==> src/rtl/irq_pkg.sv <==
package irq_pkg;
  localparam int N_SRC  = 6;
  localparam int N_EXT  = 2;
  localparam int N_TMR  = 3;
  localparam int IDX_W  = 3;
  localparam int SER_SLOT = 4;

  // Source index owned by external pin k: ext0 -> 0, ext1 -> 2
  function automatic int ext_slot(input int k);
    return 2 * k;
  endfunction

  // Source index owned by timer j: timer0 -> 1, timer1 -> 3, timer2 -> 5
  function automatic int tmr_slot(input int j);
    return (j == 2) ? 5 : 2 * j + 1;
  endfunction

  // Lowest set index of a request vector (fixed polling order)
  function automatic logic [IDX_W-1:0] first_set(input logic [N_SRC-1:0] v);
    logic [IDX_W-1:0] r;
    r = '0;
    for (int i = N_SRC - 1; i >= 0; i--)
      if (v[i]) r = IDX_W'(i);
    return r;
  endfunction

  // Entry address: base plus slot stride times index
  function automatic logic [15:0] vec_addr(input logic [IDX_W-1:0] idx,
                                           input logic [15:0] base,
                                           input int stride_log2);
    return base + (16'(idx) << stride_log2);
  endfunction
endpackage

==> src/rtl/irq_ext_input.sv <==
module irq_ext_input #(
  parameter int SYNC_STAGES = 2
) (
  input  logic clk,
  input  logic rst_n,
  input  logic pin_n,
  input  logic edge_mode,
  input  logic clr,
  output logic req
);
  logic [SYNC_STAGES-1:0] sync_q;
  logic                   prev_q;
  logic                   flag_q;
  logic                   pin_s;
  logic                   fall_seen;

  assign pin_s     = sync_q[SYNC_STAGES-1];
  assign fall_seen = prev_q & ~pin_s;

  always_ff @(posedge clk or negedge rst_n) begin
    if (!rst_n) begin
      sync_q <= '1;
      prev_q <= 1'b1;
      flag_q <= 1'b0;
    end else begin
      sync_q <= {sync_q[SYNC_STAGES-2:0], pin_n};
      prev_q <= pin_s;
      if (!edge_mode)     flag_q <= 1'b0;
      else if (fall_seen) flag_q <= 1'b1;
      else if (clr)       flag_q <= 1'b0;
    end
  end

  assign req = edge_mode ? flag_q : ~pin_s;
endmodule

==> src/rtl/irq_arbiter.sv <==
module irq_arbiter
  import irq_pkg::*;
(
  input  logic [N_SRC-1:0] pend,
  input  logic [7:0]       enable_reg,
  input  logic [7:0]       prio_reg,
  input  logic [1:0]       in_service,
  output logic             grant,
  output logic [IDX_W-1:0] grant_idx,
  output logic             grant_lvl
);
  logic [N_SRC-1:0] eligible, hi_set, lo_set;
  logic             hi_ok, lo_ok;

  assign eligible = pend & enable_reg[N_SRC-1:0] & {N_SRC{enable_reg[7]}};
  assign hi_set   = eligible & prio_reg[N_SRC-1:0];
  assign lo_set   = eligible & ~prio_reg[N_SRC-1:0];
  assign hi_ok    = (|hi_set) & ~in_service[1];
  assign lo_ok    = (|lo_set) & (in_service == 2'b00);

  always_comb begin
    grant     = 1'b0;
    grant_idx = '0;
    grant_lvl = 1'b0;
    if (hi_ok) begin
      grant     = 1'b1;
      grant_idx = first_set(hi_set);
      grant_lvl = 1'b1;
    end else if (lo_ok) begin
      grant     = 1'b1;
      grant_idx = first_set(lo_set);
    end
  end
endmodule

==> src/rtl/irq_prio_ctrl.sv <==
module irq_prio_ctrl
  import irq_pkg::*;
#(
  parameter logic [15:0] VEC_BASE    = 16'h0003,
  parameter int          VEC_STRIDE_LOG2 = 3,
  parameter int          SYNC_STAGES = 2
) (
  input  logic        clk,
  input  logic        rst_n,
  input  logic [7:0]  enable_reg,
  input  logic [7:0]  prio_reg,
  input  logic [1:0]  ext_edge_mode,
  input  logic [1:0]  ext_pin_n,
  input  logic [2:0]  tmr_ovf,
  input  logic        ser_flag,
  input  logic        ack,
  input  logic        ret,
  output logic        irq_req,
  output logic [2:0]  irq_src,
  output logic        irq_level,
  output logic [15:0] irq_vector,
  output logic [1:0]  in_service,
  output logic [5:0]  pend_flags
);
  logic [N_SRC-1:0] pend;
  logic [N_SRC-1:0] clr_slot;
  logic             grant_take;
  logic [1:0]       isv_q, isv_popped, isv_next;

  assign grant_take = ack & irq_req;

  generate
    for (genvar s = 0; s < N_SRC; s++) begin : g_clr
      assign clr_slot[s] = grant_take && (irq_src == IDX_W'(s));
    end

    for (genvar k = 0; k < N_EXT; k++) begin : g_ext
      irq_ext_input #(.SYNC_STAGES(SYNC_STAGES)) ext_i (
        .clk       (clk),
        .rst_n     (rst_n),
        .pin_n     (ext_pin_n[k]),
        .edge_mode (ext_edge_mode[k]),
        .clr       (clr_slot[ext_slot(k)]),
        .req       (pend[ext_slot(k)])
      );
    end

    for (genvar j = 0; j < N_TMR; j++) begin : g_tmr
      logic flag_q;
      always_ff @(posedge clk or negedge rst_n) begin
        if (!rst_n)                      flag_q <= 1'b0;
        else if (tmr_ovf[j])             flag_q <= 1'b1;
        else if (clr_slot[tmr_slot(j)])  flag_q <= 1'b0;
      end
      assign pend[tmr_slot(j)] = flag_q;
    end
  endgenerate

  assign pend[SER_SLOT] = ser_flag;

  irq_arbiter arb_i (
    .pend       (pend),
    .enable_reg (enable_reg),
    .prio_reg   (prio_reg),
    .in_service (isv_q),
    .grant      (irq_req),
    .grant_idx  (irq_src),
    .grant_lvl  (irq_level)
  );

  assign isv_popped = !ret ? isv_q : (isv_q[1] ? {1'b0, isv_q[0]} : 2'b00);
  assign isv_next   = isv_popped | (grant_take ? (irq_level ? 2'b10 : 2'b01) : 2'b00);

  always_ff @(posedge clk or negedge rst_n) begin
    if (!rst_n) isv_q <= 2'b00;
    else        isv_q <= isv_next;
  end

  assign in_service = isv_q;
  assign pend_flags = pend;
  assign irq_vector = vec_addr(irq_src, VEC_BASE, VEC_STRIDE_LOG2);
endmodule

==> config.mk <==
export PLATFORM = sky130hd
export DESIGN_NAME = irq_prio_ctrl
export DESIGN_NICKNAME = d
export VERILOG_FILES = /design/src/rtl/irq_pkg.sv /design/src/rtl/irq_ext_input.sv /design/src/rtl/irq_arbiter.sv /design/src/rtl/irq_prio_ctrl.sv
export SDC_FILE = /design/constraint.sdc
export NUM_CORES = 1
export LEC_CHECK = 0
export ABC_AREA = 1
export BUFFER_PORTS_ARGS = -buffer_cell sky130_fd_sc_hd__buf_2
export CAP_MARGIN = 20
export CELL_PAD_IN_SITES_DETAIL_PLACEMENT = 0
export CELL_PAD_IN_SITES_GLOBAL_PLACEMENT = 1
export CORE_UTILIZATION = 31
export DETAILED_ROUTE_END_ITERATION = 8
export GPL_TIMING_DRIVEN = 0
export PLACE_DENSITY_LB_ADDON = 0.05
export SETUP_SLACK_MARGIN = 0.4
export SLEW_MARGIN = 20
export SYNTH_ARGS = -nofsm -noshare
export SYNTH_HDL_FRONTEND = slang
export SYNTH_SLANG_ARGS = --single-unit
==> constraint.sdc <==
create_clock -name clk -period 1.81 [get_ports clk]
set_input_delay 0.0905 -clock clk [delete_from_list [all_inputs] [get_ports clk]]
set_output_delay 0.0905 -clock clk [all_outputs]
set_load 0.05 [all_outputs]
==> impl.org, run 1 <==
** Setup path
- Worst reg2reg path endpoint :: g_tmr[2].flag_q$_DFFE_PN0P_
- On the worst path, the slowest cell contributes a delay of between 0.5 and 0.6 ns.
- STA classifies the critical path endpoint as an output port.
- Data required time of the critical path :: 1.72 ns
- The worst setup path is launched from a flip-flop.
- The critical path is of the reg -> out type.
- The critical path contains buffers and inverters numbering 2 combined.
- The setup check on the worst reg-to-reg path leaves a slack of approximately 0.010 ns.
- Depth of the worst register-to-register path :: 14
- For this design, the slowest cell found on the critical path is sky130_fd_sc_hd__dfstp_2.
- Critical path depth in cells :: 10
- The signal on the critical path passes through o21ai_4 > nand3_4 > nand2_4 > nor2_4 > nand2_2 > nand2_4 > nand3_4 > nand2_8 > buf_6 > buf_8.
- Critical path data arrival time :: 1.82 ns
- Launching point of the worst reg2reg path :: g_ext[0].ext_i.sync_q[1]$_DFF_PN1_
- Broken down by cell family, the worst path's largest delay share belongs to simple AND/OR/NAND/NOR gates.
- Worst-path fanout max :: 5

** Cells and area
- Fin util :: between 50% and 60%
- In the final layout, the multi-input gates occupy 674 um^2.
- 0 antenna diodes ended up in the layout.
- From synthesis to final layout, the design area changed by 61.3%.
- Fraction of layout instances using a drive strength above 1 :: 57.9%
- Nets :: between 200 and 250
- The layout has 364 filler cells.
- Storage element area :: 334 um^2
- After the flow finishes, the layout carries non-filler instances totaling between 200 and 300.

** Clocking
- At the later pin of the worst-skew pair, clock insertion delay measures 0.26 ns.
- TritonCTS built the clock tree.
- For this design, the sink count on the clock tree is 13.
- Number of buffers added by the clock tree synthesis step :: 3
- In this run the number of H-tree levels came out at 1.
- Clock-pin slew was measured on the worst setup and hold paths at 0.07 ns.
- Root buffer selected by CTS :: sky130_fd_sc_hd__clkbuf_4
- Number of buffers on the longest clock path :: 2

** Timing
- Upper clock frequency limit :: 524 MHz
- The worst path uses 105% of the clock period.
- The count of final max-slew check failures is 0.
- Final setup slack of the worst path :: -0.0986 ns
- Setup repair after global routing could not meet its margin everywhere.
- Endpoints failing setup :: 6
- The final hold violation count was 0.
- The tightest hold path in the finished design has a slack of about 0.0079 ns.
- Clock Skews :: 0.000818 ns
- Shortest clock period the worst path allows after layout :: roughly 1.9 ns

** Floorplan
- Die height :: 61.4 um
- Top Ports :: 57
- The floorplan step defined a die boundary enclosing between 3000 and 4000 um^2.
- The floorplan has 21 rows.
- Initial core utilization :: 32.5%
- In this run the horizontal extent of the chip is slightly above 60 um.
- Core region area :: roughly 3400 um^2

** Yosys
- Average size of a mapped cell :: roughly 7.8 um^2
- The netlist uses 24 different library cells.
- Cell types with the largest area share after synthesis :: sky130_fd_sc_hd__dfrtp_1 16%, sky130_fd_sc_hd__buf_4 15%, sky130_fd_sc_hd__dfstp_2 14%
- Synth top cells by count :: 26 x sky130_fd_sc_hd__nand2_1, 22 x sky130_fd_sc_hd__buf_4, 18 x sky130_fd_sc_hd__inv_1
- Counting flops with a built-in enable in the synthesized netlist gives 0.
- Synth async-reset ratio :: 100%
- Leading cell type by number of instances after synthesis :: sky130_fd_sc_hd__nand2_1
- The share of the Yosys chip area taken by registers is between 30% and 40%.
- Post-Syn Area :: around 1100 um^2
- Area leader, netlist :: sky130_fd_sc_hd__dfrtp_1
- Synthesis inferred 13 register bits.
- Most instantiated flip-flop cell in the synthesis netlist :: sky130_fd_sc_hd__dfrtp_1
- Synthesis warning total :: 0
- Synthesized instance count :: 140
- Yosys top cell area share :: 16.0%

** Power and ir drop
- Power Dens Cells :: just under 700 nW/um^2
- The design draws 1200 uW.
- Static leakage power :: 0.000915 uW
- VDD IR-drop max :: 0.492 mV

** Global route
- All-Layer GR Usage :: 15.0%
- Antenna violations before repair :: 0
- The first global-routing pass estimated 4.22 mm of wire.
- Summed over all layers, the global routing overflow is 0.
- Entering global routing, the biggest net connects 14 pins.
- The number of global-route vias before repair came to 995.

** Hold path
- Hold Path Class :: in -> reg
- Worst Hold Path EP :: g_tmr[2].flag_q$_DFFE_PN0P_
- Counting instances, the worst hold path has a depth of 3.
- The worst hold path begins at tmr_ovf[2].

** Flow run
- Number of maximum-capacitance violations :: 0

** Detailed routing
- In the routed layout, each cell is associated on average with a via count of ~4.2.
- In the routed design, unresolved DRC markers number 0.
- Once detail routing completed, the nets flagged for antenna violations numbered 0.
- For this block, the initial DRC count from the detailed router was 18.
- Dividing the detail-routed wire length by the instance count gives about 10 um.
- The final layout contains routed wiring with a total length of approximately 2.6 mm.
- Count of TritonRoute iterations in the first routing pass :: 4
- Detailed routing inserted a total of between 1000 and 1500 vias.

** Placed design
- The HPWL after detailed placement is between 2 and 2.5 mm.
- Number of instances in the placed design :: between 200 and 250
- Number of buffer cells added on primary ports :: 39
- Routability congestion estimate :: 0.788

** Status
- Failing checks :: negative setup slack
- The run finished, with violations left.
layout by cell type, fill, tap and decap left out, types with 2 or more instances in the layout:
| cell type | n |
|---|---|
| sky130_fd_sc_hd__nor2_1 | 5 |
| sky130_fd_sc_hd__nand2_4 | 3 |
| sky130_fd_sc_hd__nand3_4 | 3 |
| sky130_fd_sc_hd__o21ai_4 | 4 |
| sky130_fd_sc_hd__inv_2 | 3 |
| sky130_fd_sc_hd__buf_2 | 31 |
| sky130_fd_sc_hd__nand2_1 | 22 |
| sky130_fd_sc_hd__nor2_4 | 3 |
| sky130_fd_sc_hd__dfrtp_1 | 6 |
| sky130_fd_sc_hd__clkbuf_4 | 3 |
| sky130_fd_sc_hd__buf_8 | 6 |
| sky130_fd_sc_hd__nand3b_1 | 2 |
| sky130_fd_sc_hd__o21ai_0 | 2 |
| sky130_fd_sc_hd__nand3_2 | 5 |
| sky130_fd_sc_hd__dlygate4sd3_1 | 3 |
| sky130_fd_sc_hd__buf_4 | 27 |
| sky130_fd_sc_hd__nand2_8 | 4 |
| sky130_fd_sc_hd__inv_1 | 17 |
| sky130_fd_sc_hd__buf_6 | 10 |
| sky130_fd_sc_hd__dfstp_2 | 6 |
| sky130_fd_sc_hd__nand3_1 | 4 |
| sky130_fd_sc_hd__nand4_1 | 10 |
| sky130_fd_sc_hd__nand2_2 | 8 |
| sky130_fd_sc_hd__conb_1 | 13 |
per-stage QoR:
stage	instance area, um^2	worst slack, ns	TNS (ns)
floorplan	1220	0.0476	0
global route	1760	-0.204	-1.39
CTS	1660	-0.106	-0.395
finish	1760	-0.0986	-0.291
detailed placement	1470	-0.0623	-0.0623
global placement	1470	-0.0509	-0.0509
metal layers:
metal	global-route usage, %	wire length [um]	vias to the layer above
met5	0	0	-
met4	3.81	17	0
met3	1.26	96	2
met2	27.8	1380	29
met1	18.7	1110	482
li1	-	-	547
worst max path at each step:
stage,endpoint,from
2_1_floorplan,g_tmr[0].flag_q$_DFFE_PN0P_,g_ext[0].ext_i.sync_q[1]$_DFF_PN1_
3_3_place_gp,irq_vector[3],g_ext[0].ext_i.sync_q[1]$_DFF_PN1_
3_5_place_dp,irq_vector[3],g_ext[0].ext_i.sync_q[1]$_DFF_PN1_
4_1_cts,irq_vector[3],g_ext[0].ext_i.sync_q[1]$_DFF_PN1_
5_1_grt,irq_vector[3],g_ext[0].ext_i.sync_q[1]$_DFF_PN1_
6_report,irq_vector[3],g_ext[0].ext_i.sync_q[1]$_DFF_PN1_
kinds of logic after synthesis:
family                 count (synthesis)  share of synthesized area [%]
AO/OA/AOI/OAI                         12                           8.81
buffers and inverters                 44                           23.3
flip-flops                            13                           30.4
other                                  2                          0.687
AND/OR/NAND/NOR                       69                           36.7
area by class of cell:
type	instances	share of cell area (%)
well taps	46	3.26
inverters	21	4.61
plain buffers	23	10.9
flip-flops and latches	13	18.9
repair buffers	54	22.6
multi-input cells	94	38.2
clock buffers	4	1.49
worst min-delay path, stage by stage:
cell and delay (ns):
sky130_fd_sc_hd__buf_2 0.07, sky130_fd_sc_hd__inv_1 0.03, sky130_fd_sc_hd__nand2_1 0.05
registers in the layout (all words and copies together), names as in the netlist:
signal	flops
g_tmr.flag_q	3
g_ext.ext_i.sync_q	4
g_ext.ext_i.flag_q	2
in_service	2
g_ext.ext_i.prev_q	2
timing repair:
action	in CTS	in global routing
resized for setup	26	17
setup buffers	6	6
hold buffers	3	0
hold endpoints to repair	15	0
setup endpoints to repair	14	14
pin swaps	6	8
power breakdown:
part | internal, uW | switching, uW
Sequential | 319 | 23.6
Clock | 85.0 | 82.8
Combinational | 258 | 436
Total | 662 | 543
(Power assumes the default switching activity.)
==> run 2, diff against run 1 <==
Settings changed: CORE_UTILIZATION 31 to 29, SYNTH_HIERARCHICAL from default to 1.
Clock period 1.81 ns to 1.9 ns, I/O delays scaled along.
==> run 2 against run 1 <==
  * The run still ends with negative setup slack left
  * Sequential cell count unchanged
  * Global-route usage shrank 1.6 points
  * Wire length down 9.1%
  * Largest cell class is now buffers
  * Highest routed layer unchanged
==> impl.org, run 2 <==
** Status
- The flow ran to the end, but the final reports show violations.
- The checks that failed: negative setup slack.

** Clocking
- Number of buffers added by the clock tree synthesis step :: 3 (unchanged)
- Clock latency on the worst-skew pair :: 0.27 ns (about the same)
- The count of H-tree levels built during CTS is 1 (unchanged).
- TritonCTS Sinks :: 13 (unchanged)
- Worst-path clk slew :: 0.08 ns (about the same)
- TritonCTS built the clock tree.
- The maximum clock path buffer count came to 2 (unchanged).
- Root buffer selected by CTS :: sky130_fd_sc_hd__clkbuf_4

** Hold path
- The min-delay analysis places its worst path in the category in -> reg.

** Timing
- Clock Skews :: 0.00290 ns (+0.00208 ns)
- Upper clock frequency limit :: 505 MHz
- Endpoints failing setup :: 9 (+3)
- The summed negative setup slack over all endpoints came to -0.363 ns (-0.0720 ns).
- Fin crit share :: 104%
- Final count of pins violating max slew :: 0 (unchanged)
- Final setup slack of the worst path :: -0.0817 ns (+0.0169 ns)
- The final hold violation count was 0 (unchanged).
- Setup repair after global routing could not meet its margin everywhere.
- Shortest clock period the worst path allows after layout :: between 1.5 and 2 ns
- The worst hold slack was 0.00934 ns (+0.00146 ns).

** Yosys
- Largest family of logic cells by synthesized area :: simple AND/OR/NAND/NOR gates
- The synthesized-area fraction occupied by and/or/nand/nor cells is 36.9% (+0.22 points).
- Area leader, netlist :: sky130_fd_sc_hd__dfrtp_1
- Synthesis warning total :: 6 (+6)
- Average size of a mapped cell :: 7.24 um^2 (-7.3%)
- Leading cell type by number of instances after synthesis :: sky130_fd_sc_hd__nand2_1
- The count of different cell masters after synthesis came to 21 (-13%).
- The share of the synthesized area in compound gates (AO/OA/AOI/OAI) came to 3.78% (-5.0 points).
- Post-Syn Area :: 992 um^2 (-9.3%)
- The adder-cell share of the synthesized area was 0% (unchanged).
- Flops & latches, synth :: 13 (unchanged)
- Among all flip-flop cells after synthesis, the most frequent one is sky130_fd_sc_hd__dfrtp_1.
- The number of enable flip-flop cells after synthesis came to 0 (unchanged).
- Cell types with the largest area share after synthesis :: sky130_fd_sc_hd__dfrtp_1 18%, sky130_fd_sc_hd__dfstp_2 16%, sky130_fd_sc_hd__buf_4 15%
- The multiplexer area fraction after synthesis was 0% (unchanged).
- The synthesized netlist cell count was 137 (-2.1%).
- The sequential element share of the synthesized area came to 33.5% (+3.1 points).
- Yosys top cell area share :: 17.7% (+1.6 points)
- Synth async-reset ratio :: 100% (unchanged)
- The share of the synthesized netlist area taken by xor and xnor gates is 0% (unchanged).
- The commonest cells after synthesis are 33 x sky130_fd_sc_hd__nand2_1, 22 x sky130_fd_sc_hd__inv_1, 20 x sky130_fd_sc_hd__buf_4.

** Setup path
- Path type of the worst setup path :: reg -> out
- The data required time of the worst path is 1.80 ns (+0.08 ns).
- The arrival time of the worst setup path is 1.89 ns (+0.07 ns).
- The highest fanout seen on the critical path was 5 (unchanged).
- STA classifies the critical path endpoint as an output port.
- Type of origin of the critical path :: flip-flop

** Cells and area
- Antenna cell count :: 0 (unchanged)
- Filler Cells Inserted :: 318 (-13%)
- Commonest cells after routing, fill and taps aside :: 32 x sky130_fd_sc_hd__buf_2, 31 x sky130_fd_sc_hd__buf_4, 24 x sky130_fd_sc_hd__nand2_1
- Number of standard cells in the layout, taps in and fillers out :: 257 (+0.78%)
- The share of post-route cells with drive strength above 1 came to 54.9% (-3.0 points).
- Registers with the most flip-flops :: g_ext.ext_i/sync_q (4), g_tmr.flag_q (3)
- The design area was 1710 um^2 (-3.3%).
- Area added between synthesis and finish :: 71.9%
- Most common cell after layout, fill and taps aside :: sky130_fd_sc_hd__buf_2
- The number of flip-flops under the largest register name came to 4 (unchanged).
- Register with the highest flop count :: g_ext.ext_i/sync_q
- The number of nets in the layout is 242 (+1.7%).

** Global route
- The aggregate global-route resource usage is 13.4% (-1.6 points).
- Vias in the first global route :: 915 (-8.0%)
- Wire length of the first global-routing pass :: 3.59 mm (-15%)
- Most used routing layer :: met2
- Met3 layer usage reported by global route :: 1.49% (+0.23 points)
- The met2 usage was 24.5% (-3.3 points).
- The maximum number of pins on one net before global-route repair came to 14 (unchanged).
- Total global routing overflow :: 0 (unchanged)
- Antenna violations before repair :: 0 (unchanged)
- Met1 usage in global routing :: 15.4% (-3.4 points)

** Detailed routing
- The count of vias placed by the detailed router came to 1067 (+0.66%).
- The total wire length was 2.37 mm (-9.1%).
- Via-per-instance ratio :: 4.15 (-0.12%)
- 1st-iter DRT viols :: 16 (-2)
- Remaining antenna violation count after routing :: 0 (unchanged)
- Wirelength per Cell :: 9.22 um (-9.8%)
- The number of detailed-route iterations in the first pass was 4 (unchanged).
- The DRC violation count after routing was 0 (unchanged).

** Floorplan
- The I/O pin total is 57 (unchanged).
- Number of rows in the core area :: 20 (-4.8%)
- Core region area :: 3150 um^2 (-6.3%)
- Area enclosed by the die boundary :: 3660 um^2 (-2.9%)
- The vertical extent of the die was 60.5 um (-1.5%).
- The initial core utilization came to 31.5% (-1.0 points).
- The floorplan die width was 60.5 um (-1.5%).

** Power and ir drop
- Static leakage power :: 0.000945 uW (+3.3%)
- VDD IR-drop max :: 0.423 mV (-14%)
- The total power divided by cell area came to 664 nW/um^2 (-2.7%).

** Placed design
- Number of instances in the placed design :: 232 (-1.7%)
- Worst Setup Slack post-DPL :: 0.00543 ns (+0.0677 ns)
- Placement-stage cell area :: 1370 um^2 (-6.6%)
- The number of port buffers came to 40 (+2.6%).
- Routability congestion estimate :: 0.689 (-13%)
- DPL Wire Length :: 1.87 mm (-7.5%)

** Flow run
- The number of maximum-capacitance constraint violations came to 0 (unchanged).
run 2: cell count changes after synthesis, moves of 3 or more:
cell and change:
sky130_fd_sc_hd__inv_1 +4, sky130_fd_sc_hd__nand2_1 +7, sky130_fd_sc_hd__nand2_4 -3, sky130_fd_sc_hd__nand3_2 -4, sky130_fd_sc_hd__nor3_1 +3, sky130_fd_sc_hd__o21ai_2 -3
run 2: final timing paths:
path	cells past startpoint	from	slack, ns	to
max reg2reg	16	g_ext[1].ext_i/sync_q[1]$_DFF_PN1_	0	g_ext[1].ext_i/flag_q$_DFFE_PN0P_
min in group asynchronous	2	rst_n	0.22	g_tmr[2].flag_q$_DFFE_PN0P_
max	10	g_ext[1].ext_i/sync_q[1]$_DFF_PN1_	-0.08	irq_vector[4]
max in group asynchronous	2	rst_n	1.40	g_ext[1].ext_i/prev_q$_DFF_PN1_
min reg2reg	0	g_ext[1].ext_i/sync_q[0]$_DFF_PN1_	0.36	g_ext[1].ext_i/sync_q[1]$_DFF_PN1_
min	3	tmr_ovf[1]	0.009	g_tmr[1].flag_q$_DFFE_PN0P_
run 2: layer usage:
layer  share of wire (%)  vias to the layer above
met5                   0                        -
met4                 1.1                        0
met3                 4.2                        4
met2                  53                       36
met1                  42                      478
li1                    -                      549
run 2: worst max-delay path: stages, from the launching register on:
cell	delay, ns
sky130_fd_sc_hd__dfstp_2	0.56
sky130_fd_sc_hd__o21ai_4	0.06
sky130_fd_sc_hd__nand4_1	0.11
sky130_fd_sc_hd__nand2_2	0.09
sky130_fd_sc_hd__nor2_4	0.14
sky130_fd_sc_hd__nand2_4	0.07
sky130_fd_sc_hd__nor2_4	0.17
sky130_fd_sc_hd__nand2_4	0.08
sky130_fd_sc_hd__nand2_8	0.09
sky130_fd_sc_hd__buf_8	0.10
sky130_fd_sc_hd__buf_8	0.13
run 2: final cells by class:
type / count / area [um^2] / share of cell area [%]
multi-input cells: 91 / 559 / 32.8
repair buffers: 61 / 458 / 26.9
flip-flops and latches: 13 / 333 / 19.5
plain buffers: 21 / 176 / 10.3
inverters: 23 / 96.3 / 5.65
well taps: 44 / 55.1 / 3.23
clock buffers: 3 / 22.5 / 1.32
clock inverters: 1 / 5.00 / 0.293
run 2: report_power, final:
group	internal, uW	leakage (uW)	switching (uW)
combinational	248	0.000786	398
clock	78.0	0.0000177	89.4
sequential	304	0.000142	15.5
total	630	0.000945	503
run 2: what timing repair did:
item | in CTS | in global routing
endpoints found under the setup margin | 14 | 15
resized for setup | 35 | 4
pin swaps | 10 | 10
setup buffers | 10 | 5
hold buffers | 6 | 0
endpoints found under the hold margin | 18 | 0
run 2: cell families (layout without fill, tap and decap cells):
group	Yosys count	in the layout
AOI/OAI and AO/OA	7	7
buffers and inverters	44	109
DFF	13	13
other	2	13
and+or+nand+nor	71	71
run 2: through the flow:
step | util [%] | total power (uW)
global route | 54.1 | 1200
floorplan | - | 721
CTS | 52.4 | 1110
global placement | 43.5 | 819
detailed placement | 43.5 | 823
finish | 54.1 | 1130
==> run 3, diff against run 2 <==
Settings changed: CELL_PAD_IN_SITES_DETAIL_PLACEMENT 0 to default, CELL_PAD_IN_SITES_GLOBAL_PLACEMENT 1 to default, CORE_UTILIZATION 29 to 43.
==> run 3 against run 2 <==
  * The run still ends with negative setup slack left
  * First-iteration DRC count is 13% lower
  * Hold slack worse by 0.0018 ns
  * Wire length is 16% higher
  * Final cell count is 3.9% lower
  * Critical path depth stayed put
  * Worst setup slack worse by 0.0054 ns
  * Via count is 5.9% higher
  * Fmax is 0.27% lower
  * Clock power is 2% lower
  * Sequential power hardly changed
  * Clock-buffer cell count is 1 higher
  * Critical endpoint is now irq_vector[5]
==> impl.org, run 3 (synthesized netlist as in run 2, its figures left out) <==
** Cells and area
- Area added between synthesis and finish :: 76.7%
- Nets :: 247 (+2.1%)
- Counting flops per register, the top entry is g_ext.ext_i/sync_q.
- The number of fill cells was 159 (-50%).
- The largest registers in the layout are g_ext.ext_i/sync_q (4), g_tmr.flag_q (3).
- Fraction of layout instances using a drive strength above 1 :: 58.7% (+3.8 points)
- Number of standard cells in the layout, taps in and fillers out :: 247 (-3.9%)
- The number of flip-flops under the largest register name came to 4 (unchanged).
- Most common cell after layout, fill and taps aside :: sky130_fd_sc_hd__buf_4
- In the layout the commonest cells are 35 x sky130_fd_sc_hd__buf_4, 32 x sky130_fd_sc_hd__buf_2, 23 x sky130_fd_sc_hd__nand2_1.

** Clocking
- The cell sitting at the root of the clock tree is a sky130_fd_sc_hd__clkbuf_4.
- The maximum clock path buffer count came to 2 (unchanged).
- Clock H-tree levels :: 1 (unchanged)
- Number of buffers added by the clock tree synthesis step :: 3 (unchanged)
- Clock latency on the worst-skew pair :: 0.27 ns (about the same)
- Worst-path clk slew :: 0.07 ns (about the same)
- TritonCTS Sinks :: 13 (unchanged)
- TritonCTS built the clock tree.

** Status
- The flow ran to the end, but the final reports show violations.
- The checks that failed: negative setup slack.

** Floorplan
- The row count is 17 (-15%).
- Area enclosed by the die boundary :: 2500 um^2 (-32%)
- The vertical extent of the die was 50.0 um (-17%).
- Initial core utilization :: 45.3% (+14 points)
- Horiz. Die Dim :: 50.0 um (-17%)
- The area of the placeable core was 2190 um^2 (-31%).
- The I/O pin total is 57 (unchanged).

** Power and ir drop
- Static leakage power :: 0.000981 uW (+3.8%)
- The worst voltage drop across the vdd grid is 0.621 mV (+47%).
- Power Dens Cells :: 673 nW/um^2 (+1.2%)
- The total power consumption of the routed design was 1180 uW (+4.0%).

** Setup path
- The critical path is of the reg -> out type.
- The data required time of the worst path was 1.80 ns (about the same).
- The worst setup path is captured at an output port.
- The kind of cell with the highest combined delay along the critical path is simple AND/OR/NAND/NOR gates.
- The reg2reg setup slack is -0.06 ns (-0.06 ns).
- In this run the critical register-to-register path is launched from g_ext[0].ext_i/sync_q[1]$_DFF_PN1_.
- The sum of buffers and inverters on the critical path is 2 (unchanged).
- The highest fanout seen on the critical path came to 4 (-1).
- The arrival time of the worst setup path came to 1.89 ns (about the same).
- The slowest stage of the critical path is the sky130_fd_sc_hd__dfstp_2 cell.
- Ordered cell list for the critical path :: o21ai_4 > nand4_1 > nand2_2 > nor2_4 > nand2_4 > nor2_4 > nand2_2 > nand2_4 > buf_6 > buf_8
- STA classifies the critical path startpoint as a flip-flop.
- Longest individual stage delay on the worst path :: 0.56 ns (about the same)
- Depth of the worst register-to-register path :: 13 (-3)
- Worst reg2reg path endpoint :: g_tmr[2].flag_q$_DFFE_PN0P_

** Hold path
- Depth of the worst hold-timing path :: 3 (unchanged)
- Hold Crit Start :: tmr_ovf[0]
- The path class of the tightest hold or removal check is in -> reg.
- For hold timing, the worst endpoint is g_tmr[0].flag_q$_DFFE_PN0P_.

** Detailed routing
- The count of vias placed by the detailed router is 1130 (+5.9%).
- Remaining antenna violation count after routing :: 0 (unchanged)
- The number of detailed-route iterations in the first pass came to 4 (unchanged).
- Total Routed Length :: 2.75 mm (+16%)
- DRC viols :: 0 (unchanged)
- Via-per-instance ratio :: 4.57 (+10%)
- The count of routing violations after the opening detailed-route iteration is 14 (-2).
- Wirelength per Cell :: 11.1 um (+21%)

** Placed design
- Number of instances in the placed design :: 216 (-6.9%)
- The last weighted congestion value of the routability-driven placer is 0.840 (+22%).
- Number of buffer cells added on primary ports :: 40 (unchanged)
- The HPWL reported at the end of detailed placement came to 1.77 mm (-4.9%).

** Timing
- Shortest clock period the worst path allows after layout :: 1.99 ns (+0.00536 ns)
- Final count of pins violating max slew :: 0 (unchanged)
- Endpoints failing setup :: 14 (+5)
- Clock Skews :: 0.00153 ns (-0.00137 ns)
- Setup repair after global routing could not meet its margin everywhere.
- The slack of the critical path is -0.0871 ns (-0.00536 ns).
- Fin crit share :: 105% (+0.28 points)
- Count of final hold-check violations :: 0 (unchanged)
- Upper clock frequency limit :: 503 MHz (-0.27%)

** Flow run
- Number of maximum-capacitance violations :: 0 (unchanged)

** Global route
- The initial antenna violation count came to 1 (+1).
- The maximum number of pins on one net before global-route repair came to 14 (unchanged).
- Wire length of the first global-routing pass :: 4.17 mm (+16%)
- The aggregate global-route resource usage was 21.9% (+8.5 points).
- The number of global-route vias before repair came to 1023 (+12%).
- Total global routing overflow :: 0 (unchanged)
run 3: worst register-to-register path: stages (launching register included):
cell,delay (ns)
sky130_fd_sc_hd__dfstp_2,0.56
sky130_fd_sc_hd__o21ai_4,0.07
sky130_fd_sc_hd__nand4_1,0.13
sky130_fd_sc_hd__nand2_2,0.09
sky130_fd_sc_hd__nor2_4,0.14
sky130_fd_sc_hd__nand2_4,0.07
sky130_fd_sc_hd__nor2_4,0.16
sky130_fd_sc_hd__nand2_2,0.08
sky130_fd_sc_hd__nand2_4,0.10
sky130_fd_sc_hd__buf_4,0.11
sky130_fd_sc_hd__buf_4,0.09
sky130_fd_sc_hd__nand3_2,0.07
sky130_fd_sc_hd__o21ai_1,0.14
sky130_fd_sc_hd__nand2_1,0.06
run 3: repair_timing:
item	in CTS	in global routing
hold buffers	5	0
endpoints found under the setup margin	15	15
resized for setup	34	15
pin swaps	13	15
hold endpoints to repair	17	0
setup buffers	13	8
run 3: final cells by class:
class                   instances  area (um^2)  share of cell area [%]
clock buffers                   4         26.3                    1.50
multi-input cells              91          594                    33.9
repair buffers                 66          492                    28.1
inverters                      23         93.8                    5.35
diodes                          1         2.50                   0.143
plain buffers                  21          176                    10.1
well taps                      28         35.0                    2.00
flip-flops and latches         13          333                    19.0
run 3: how the worst max path moves through the flow:
stage,start,end,cells after the start
after floorplan,g_ext[1].ext_i/sync_q[1]$_DFF_PN1_,g_tmr[2].flag_q$_DFFE_PN0P_,12
after global placement,g_ext[0].ext_i/sync_q[1]$_DFF_PN1_,g_ext[1].ext_i/flag_q$_DFFE_PN0P_,15
after detailed placement,g_ext[0].ext_i/sync_q[1]$_DFF_PN1_,g_ext[1].ext_i/flag_q$_DFFE_PN0P_,15
after CTS,g_ext[0].ext_i/sync_q[1]$_DFF_PN1_,irq_vector[5],11
after global routing,g_ext[0].ext_i/sync_q[1]$_DFF_PN1_,g_ext[0].ext_i/flag_q$_DFFE_PN0P_,16
final,g_ext[0].ext_i/sync_q[1]$_DFF_PN1_,irq_vector[5],10
run 3: layer usage:
metal  share of wire (%)  track usage [%]  wire length (um)  vias up
li1                    -                -                 -      561
met5                   0                0                 0        -
met2                  53             42.0              1440       49
met4                 3.4             11.0                92        0
met3                 6.7             1.54               184        8
met1                  37             23.3              1030      512
run 3: power breakdown:
| group | internal (uW) | total, uW | switching (uW) | leakage [uW] |
|---|---|---|---|---|
| sequential | 304 | 321 | 16.7 | 0.000142 |
| combinational | 268 | 695 | 427 | 0.000824 |
| clock | 81.3 | 163 | 81.6 | 0.0000150 |
| total | 653 | 1180 | 525 | 0.000981 |
run 3: metrics by stage:
step / worst slack [ns] / setup TNS, ns / cell area, um^2 / utilization (%) / hold slack (ns)
final: -0.0871 / -0.584 / 1750 / 80.0 / 0.00756
after global routing: -0.202 / -1.80 / 1750 / 80.0 / 0.00776
after CTS: -0.0712 / -0.331 / 1630 / 74.5 / 0.00224
after detailed placement: -0.00454 / -0.00454 / 1350 / 61.7 / -0.00824
after global placement: 0.0254 / 0 / 1350 / 61.7 / -0.0149
after floorplan: -0.0689 / -0.242 / 1120 / - / -0.201
